$ cat src/rtl/udc_pkg.sv
package udc_pkg;
  typedef enum logic [2:0] {
    OP_HOLD,
    OP_UP,
    OP_DN,
    OP_CLR,
    OP_LOAD,
    OP_CLASH
  } udc_op_e;
endpackage

$ cat src/rtl/udc_strobe_sync.sv
module udc_strobe_sync #(
  parameter int STAGES = 2
) (
  input  logic clk_i,
  input  logic clear_i,
  input  logic strobe_i,
  output logic lvl_o,
  output logic lvl_next_o,
  output logic rise_o
);
  logic [STAGES-1:0] chain;
  logic              prev_q;

  // Synchronizer chain, parked high (idle) while cleared
  for (genvar g = 0; g < STAGES; g++) begin : g_stage
    if (g == 0) begin : g_first
      always_ff @(posedge clk_i) begin
        if (clear_i) chain[0] <= 1'b1;
        else         chain[0] <= strobe_i;
      end
    end else begin : g_rest
      always_ff @(posedge clk_i) begin
        if (clear_i) chain[g] <= 1'b1;
        else         chain[g] <= chain[g-1];
      end
    end
  end

  // Value the last stage takes on the coming edge
  if (STAGES == 1) begin : g_next_direct
    assign lvl_next_o = strobe_i;
  end else begin : g_next_chain
    assign lvl_next_o = chain[STAGES-2];
  end

  always_ff @(posedge clk_i) begin
    if (clear_i) prev_q <= 1'b1;
    else         prev_q <= chain[STAGES-1];
  end

  assign lvl_o  = chain[STAGES-1];
  assign rise_o = chain[STAGES-1] & ~prev_q;
endmodule

$ cat src/rtl/udc_count_core.sv
module udc_count_core
  import udc_pkg::*;
#(
  parameter int W = 4
) (
  input  logic         clk_i,
  input  logic         clear_i,
  input  logic         load_n_i,
  input  logic [W-1:0] data_i,
  input  logic         up_rise_i,
  input  logic         dn_rise_i,
  output logic [W-1:0] count_o,
  output logic [W-1:0] count_next_o,
  output logic         clash_o
);
  localparam logic [W-1:0] ONE = W'(1);

  udc_op_e      op;
  logic [W-1:0] cnt_q;
  logic [W-1:0] cnt_d;
  logic         clash_q;

  // Priority: clear, load, simultaneous edges, single edges
  always_comb begin
    op = OP_HOLD;
    if (clear_i)                     op = OP_CLR;
    else if (!load_n_i)              op = OP_LOAD;
    else if (up_rise_i && dn_rise_i) op = OP_CLASH;
    else if (up_rise_i)              op = OP_UP;
    else if (dn_rise_i)              op = OP_DN;
  end

  always_comb begin
    case (op)
      OP_CLR:  cnt_d = '0;
      OP_LOAD: cnt_d = data_i;
      OP_UP:   cnt_d = cnt_q + ONE;
      OP_DN:   cnt_d = cnt_q - ONE;
      default: cnt_d = cnt_q;
    endcase
  end

  always_ff @(posedge clk_i) begin
    cnt_q   <= cnt_d;
    clash_q <= (op == OP_CLASH);
  end

  assign count_o      = cnt_q;
  assign count_next_o = cnt_d;
  assign clash_o      = clash_q;
endmodule

$ cat src/rtl/udc_term_detect.sv
module udc_term_detect #(
  parameter int W = 4
) (
  input  logic         clk_i,
  input  logic         clear_i,
  input  logic [W-1:0] count_next_i,
  input  logic         up_next_i,
  input  logic         dn_next_i,
  output logic         carry_n_o,
  output logic         borrow_n_o
);
  localparam logic [W-1:0] ALL_ONES = {W{1'b1}};

  logic carry_q;
  logic borrow_q;

  // Registered from next-state values so outputs align with count and strobe level
  always_ff @(posedge clk_i) begin
    if (clear_i) begin
      carry_q  <= 1'b1;
      borrow_q <= 1'b1;
    end else begin
      carry_q  <= ~((count_next_i == ALL_ONES) & ~up_next_i);
      borrow_q <= ~((count_next_i == '0)       & ~dn_next_i);
    end
  end

  assign carry_n_o  = carry_q;
  assign borrow_n_o = borrow_q;
endmodule

$ cat src/rtl/dual_strobe_counter.sv
module dual_strobe_counter #(
  parameter int W      = 4,
  parameter int STAGES = 2
) (
  input  logic         clk_i,
  input  logic         clear_i,
  input  logic         load_n_i,
  input  logic [W-1:0] data_i,
  input  logic         up_stb_i,
  input  logic         dn_stb_i,
  output logic [W-1:0] count_o,
  output logic         carry_n_o,
  output logic         borrow_n_o,
  output logic         clash_o
);
  localparam int NSTB = 2;

  logic [NSTB-1:0] stb_raw;
  logic [NSTB-1:0] stb_lvl;
  logic [NSTB-1:0] stb_next;
  logic [NSTB-1:0] stb_rise;
  logic            up_rise;
  logic            dn_rise;
  logic            up_lvl;
  logic            dn_lvl;
  logic [W-1:0]    count_next;

  assign stb_raw = {dn_stb_i, up_stb_i};

  for (genvar s = 0; s < NSTB; s++) begin : g_sync
    udc_strobe_sync #(.STAGES(STAGES)) u_sync (
      .clk_i      (clk_i),
      .clear_i    (clear_i),
      .strobe_i   (stb_raw[s]),
      .lvl_o      (stb_lvl[s]),
      .lvl_next_o (stb_next[s]),
      .rise_o     (stb_rise[s])
    );
  end

  assign up_rise = stb_rise[0];
  assign dn_rise = stb_rise[1];
  assign up_lvl  = stb_lvl[0];
  assign dn_lvl  = stb_lvl[1];

  udc_count_core #(.W(W)) u_core (
    .clk_i        (clk_i),
    .clear_i      (clear_i),
    .load_n_i     (load_n_i),
    .data_i       (data_i),
    .up_rise_i    (up_rise),
    .dn_rise_i    (dn_rise),
    .count_o      (count_o),
    .count_next_o (count_next),
    .clash_o      (clash_o)
  );

  udc_term_detect #(.W(W)) u_term (
    .clk_i        (clk_i),
    .clear_i      (clear_i),
    .count_next_i (count_next),
    .up_next_i    (stb_next[0]),
    .dn_next_i    (stb_next[1]),
    .carry_n_o    (carry_n_o),
    .borrow_n_o   (borrow_n_o)
  );
endmodule

$ cat config.mk
export PLATFORM = sky130hd
export DESIGN_NAME = dual_strobe_counter
export DESIGN_NICKNAME = d
export VERILOG_FILES = /design/src/rtl/udc_pkg.sv /design/src/rtl/udc_strobe_sync.sv /design/src/rtl/udc_count_core.sv /design/src/rtl/udc_term_detect.sv /design/src/rtl/dual_strobe_counter.sv
export SDC_FILE = /design/constraint.sdc
export NUM_CORES = 1
export LEC_CHECK = 0
export BUFFER_PORTS_ARGS = -buffer_cell sky130_fd_sc_hd__buf_4
export CAP_MARGIN = 25
export CORE_AREA = 10 10 48 50
export CTS_BUF_LIST = sky130_fd_sc_hd__clkbuf_16
export CTS_CLUSTER_SIZE = 8
export DETAILED_ROUTE_END_ITERATION = 8
export DIE_AREA = 0 0 58 60
export GPL_ROUTABILITY_DRIVEN = 0
export PLACE_DENSITY_LB_ADDON = 0.1
export SLEW_MARGIN = 15
export SYNTH_ARGS = -nofsm -noshare
export SYNTH_HDL_FRONTEND = slang
export SYNTH_SLANG_ARGS = --single-unit
$ cat constraint.sdc
create_clock -name clk_i -period 2.8 [get_ports clk_i]
set_input_delay 0.42 -clock clk_i [delete_from_list [all_inputs] [get_ports clk_i]]
set_output_delay 0.42 -clock clk_i [all_outputs]
set_load 0.05 [all_outputs]
==> impl_table.tex <==
\begin{tabular}{lr}
\hline
Metric & Value \\
\hline
\multicolumn{2}{l}{\textbf{Worst hold path}} \\
Tightest Hold Check Type & in -> reg \\
Min-delay src & up\_stb\_i \\
\multicolumn{2}{l}{\textbf{Global route}} \\
Pin count of the biggest net entering global routing & 14 \\
Number of global-route vias before repair & 556 \\
Total congestion overflow & 0 \\
Wire length of the first global-routing pass & 2460 um \\
Global Route Usage Sum & 0.0926 \\
Antenna violations before repair & 0 \\
\multicolumn{2}{l}{\textbf{STA}} \\
Relative slew slack & 0.794 \\
Unrepaired setup endpoints after global routing & no \\
Final worst path period need & 2.31 ns \\
Worst clock skew on the final layout & 0.00213 ns \\
Final Max Tran Viols & 0 \\
Actual transition at the worst max-transition pin & roughly 0.31 ns \\
Number of hold violations in the final report & 0 \\
Final total negative setup slack & 0 ns \\
Fmax & 0.432 GHz \\
\# setup viols final & 0 \\
Period utilisation layout & 0.827 \\
\multicolumn{2}{l}{\textbf{Worst setup path}} \\
Longest individual stage delay on the worst path & $\sim$0.35 ns \\
CP max-delay cell & a2111o\_1 \\
Critical path origin & clear\_i \\
Crit path kind & in -> reg \\
Required time reported for the critical path endpoint & slightly below 3 ns \\
Cell Chain, Critical Path & buf\_4 -> and4bb\_4 -> and2\_1 -> ha\_1 -> and3\_1 -> a211o\_1 -> a21oi\_2 -> o32ai\_2 -> a2111o\_1 \\
CP Data Arrival Time & 2.44 ns \\
Critical Path Sink Type & flop \\
Sort of element at the start of the critical path & input pin \\
Startpoint of the worst-slack reg-to-reg timing path & g\_sync[1].u\_sync.prev\_q \\
Largest fanout on the critical path & 13 \\
\multicolumn{2}{l}{\textbf{Synthesis}} \\
Post-synthesis area per instance & 10.5 um2 \\
Proportion of synthesized chip area in sequential cells & 0.395 \\
Proportion of netlist area held by the largest area contributor & 0.395 \\
Distinct cells, synth & 33 \\
Cell taking the most area after synthesis & dfxtp\_1 \\
Total number of yosys warnings & 0 \\
Register bit total from synthesis & 13 \\
Cell types with the largest area share after synthesis & dfxtp\_1, or2\_1, xnor2\_4 \\
Most instantiated flip-flop cell in the synthesis netlist & dfxtp\_1 \\
Number of enable-type register cells in the synthesized netlist & 0 \\
Number of cells produced by synthesis & 63 \\
Synthesized net count & 74 \\
Cell area after synthesis & 659 um2 \\
Async S/R FF share, synth & 0 \\
Commonest cells in the synthesized netlist & dfxtp\_1, or2\_1, a31oi\_1, nor2\_1, nor2b\_1 \\
Most frequent cell after synthesis & dfxtp\_1 \\
\multicolumn{2}{l}{\textbf{Power and ir drop}} \\
Final Total Pwr & between 0.5 and 0.6 mW \\
Leakage power summed over all cells & between 0.3 and 0.4 nW \\
P per Cell Area & 622 nW/um2 \\
Max rail drop VDD & 0.338 mV \\
\multicolumn{2}{l}{\textbf{Drt}} \\
Total iterations of the first detailed-routing run & 4 \\
Number of nets with antenna violations after routing & 0 \\
DRT iter0 DRCs & 5 \\
Detailed-route vias per instance & 5.49 \\
Routed wire length & 1470 um \\
Post-detailed-route DRC marker count & 0 \\
Wire length per cell & 15.3 um \\
Number of vias in the routed layout & 527 \\
\multicolumn{2}{l}{\textbf{Die}} \\
Floorplan row count & 14 \\
Width of the die & 58 um \\
Initial standard-cell utilization of the core & 0.459 \\
Overall die area & 3480 um2 \\
Number of ports placed on the die boundary & 16 \\
Die extent in y & 60 um \\
Core area & 1440 um2 \\
\multicolumn{2}{l}{\textbf{Final layout}} \\
FILL cells & 134 \\
Final Non-Filler Cells & 96 \\
Antenna cell count & 0 \\
Fraction of final layout cells with drive strength greater than 1 & 0.300 \\
Post-Layout Inst Area & 862 um2 \\
NumNets Final & 92 \\
Signed area change from the synthesized netlist to the final layout & 30.7\% \\
\multicolumn{2}{l}{\textbf{Place}} \\
DP Area & slightly below 800 um2 \\
Total of buffers placed on input and output ports & 15 \\
HPWL Detailed & 1050 um \\
Cell count after placement & 92 \\
\multicolumn{2}{l}{\textbf{Clock tree}} \\
Number of gates resized after CTS & 0 \\
Reg clk slew, reported paths & about 0.040 ns \\
Count of clock tree sinks & 13 \\
Post-cts hold buffer count & 0 \\
Buffer depth of the longest clock path & 2 \\
Setup Fix Bufs, Post-CTS & 0 \\
Root buf cell & clkbuf\_16 \\
Level count of the clock H-tree & 1 \\
Number of clock buffers inserted by TritonCTS & 3 \\
TritonCTS clock tree & done \\
Worst skew pair latency & about 0.24 ns \\
\multicolumn{2}{l}{\textbf{Job}} \\
Number of maximum-capacitance violations & 0 \\
\multicolumn{2}{l}{\textbf{Run status}} \\
Status & finished, final reports clean \\
\hline
\end{tabular}
stage by stage:
stage	setup WS [ns]	utilization	hold slack [ns]
2_1_floorplan	0.539	-	0.405
3_3_place_gp	0.273	0.545	0.422
3_5_place_dp	0.260	0.545	0.424
4_1_cts	0.482	0.600	0.356
5_1_grt	0.396	0.600	0.363
6_report	0.485	0.600	0.358
worst max-delay path, delay by kind of cell:
kind            cells  cell delay, ns
buf+inv             1            0.15
compound gates      4            0.90
fa+ha+maj           1            0.27
simple gates        3            0.69
power by group:
part / switching (mW) / internal, mW / leakage (nW)
clock network: 0.0739 / 0.188 / 0.0423
registers: 0.00886 / 0.194 / 0.107
logic: 0.0400 / 0.0319 / 0.224
routing by layer:
layer  track usage  wire (um)
met1        0.0956        643
met3        0.0487        116
met5             0          0
met2         0.141        685
met4        0.0671         23
cells in the final DEF, fill, tap and decap left out, types with 3 or more instances in the layout:
master | netlist | final
clkbuf_16 | 0 | 3
or2_1 | 6 | 6
nor2b_1 | 3 | 3
nor2_1 | 3 | 3
dfxtp_1 | 13 | 13
buf_4 | 0 | 15
a31oi_1 | 4 | 4
kinds of logic (layout without fill, tap and decap cells):
kind of cell | Yosys count | after routing | synth area share
AO/OA/AOI/OAI | 13 | 13 | 0.158
AND/OR/NAND/NOR | 27 | 27 | 0.285
flip-flops | 13 | 13 | 0.395
XOR/XNOR | 4 | 4 | 0.0816
buffers and inverters | 2 | 19 | 0.0133
multiplexers | 2 | 2 | 0.0304
adder cells (fa/ha/maj) | 2 | 2 | 0.0379
worst paths after layout:
path                                 end  slack [ns]  depth (start not counted)
min          g_sync[0].u_sync.lvl_next_o        0.36                          2
max reg2reg            u_term.borrow_n_o        0.51                          8
min reg2reg       g_sync[1].u_sync.lvl_o        0.43                          1
max                    u_term.borrow_n_o        0.49                          9
sequential cells by signal, summed over array words and instances, names as in the netlist:
register,count
g_sync.u_sync.lvl_next_o,2
g_sync.u_sync.lvl_o,2
g_sync.u_sync.prev_q,2
u_core.clash_o,1
u_core.count_o,4
u_term.borrow_n_o,1
u_term.carry_n_o,1
cell type report:
class	count	area [um2]	area share
multi-input combinational	48	390	0.453
sequential	13	260	0.302
timing repair buffer	15	113	0.131
clock buffer	3	75.1	0.0871
tap	16	20.0	0.0232
clock inverter	1	3.75	0.00435
(Power assumes the default switching activity.)
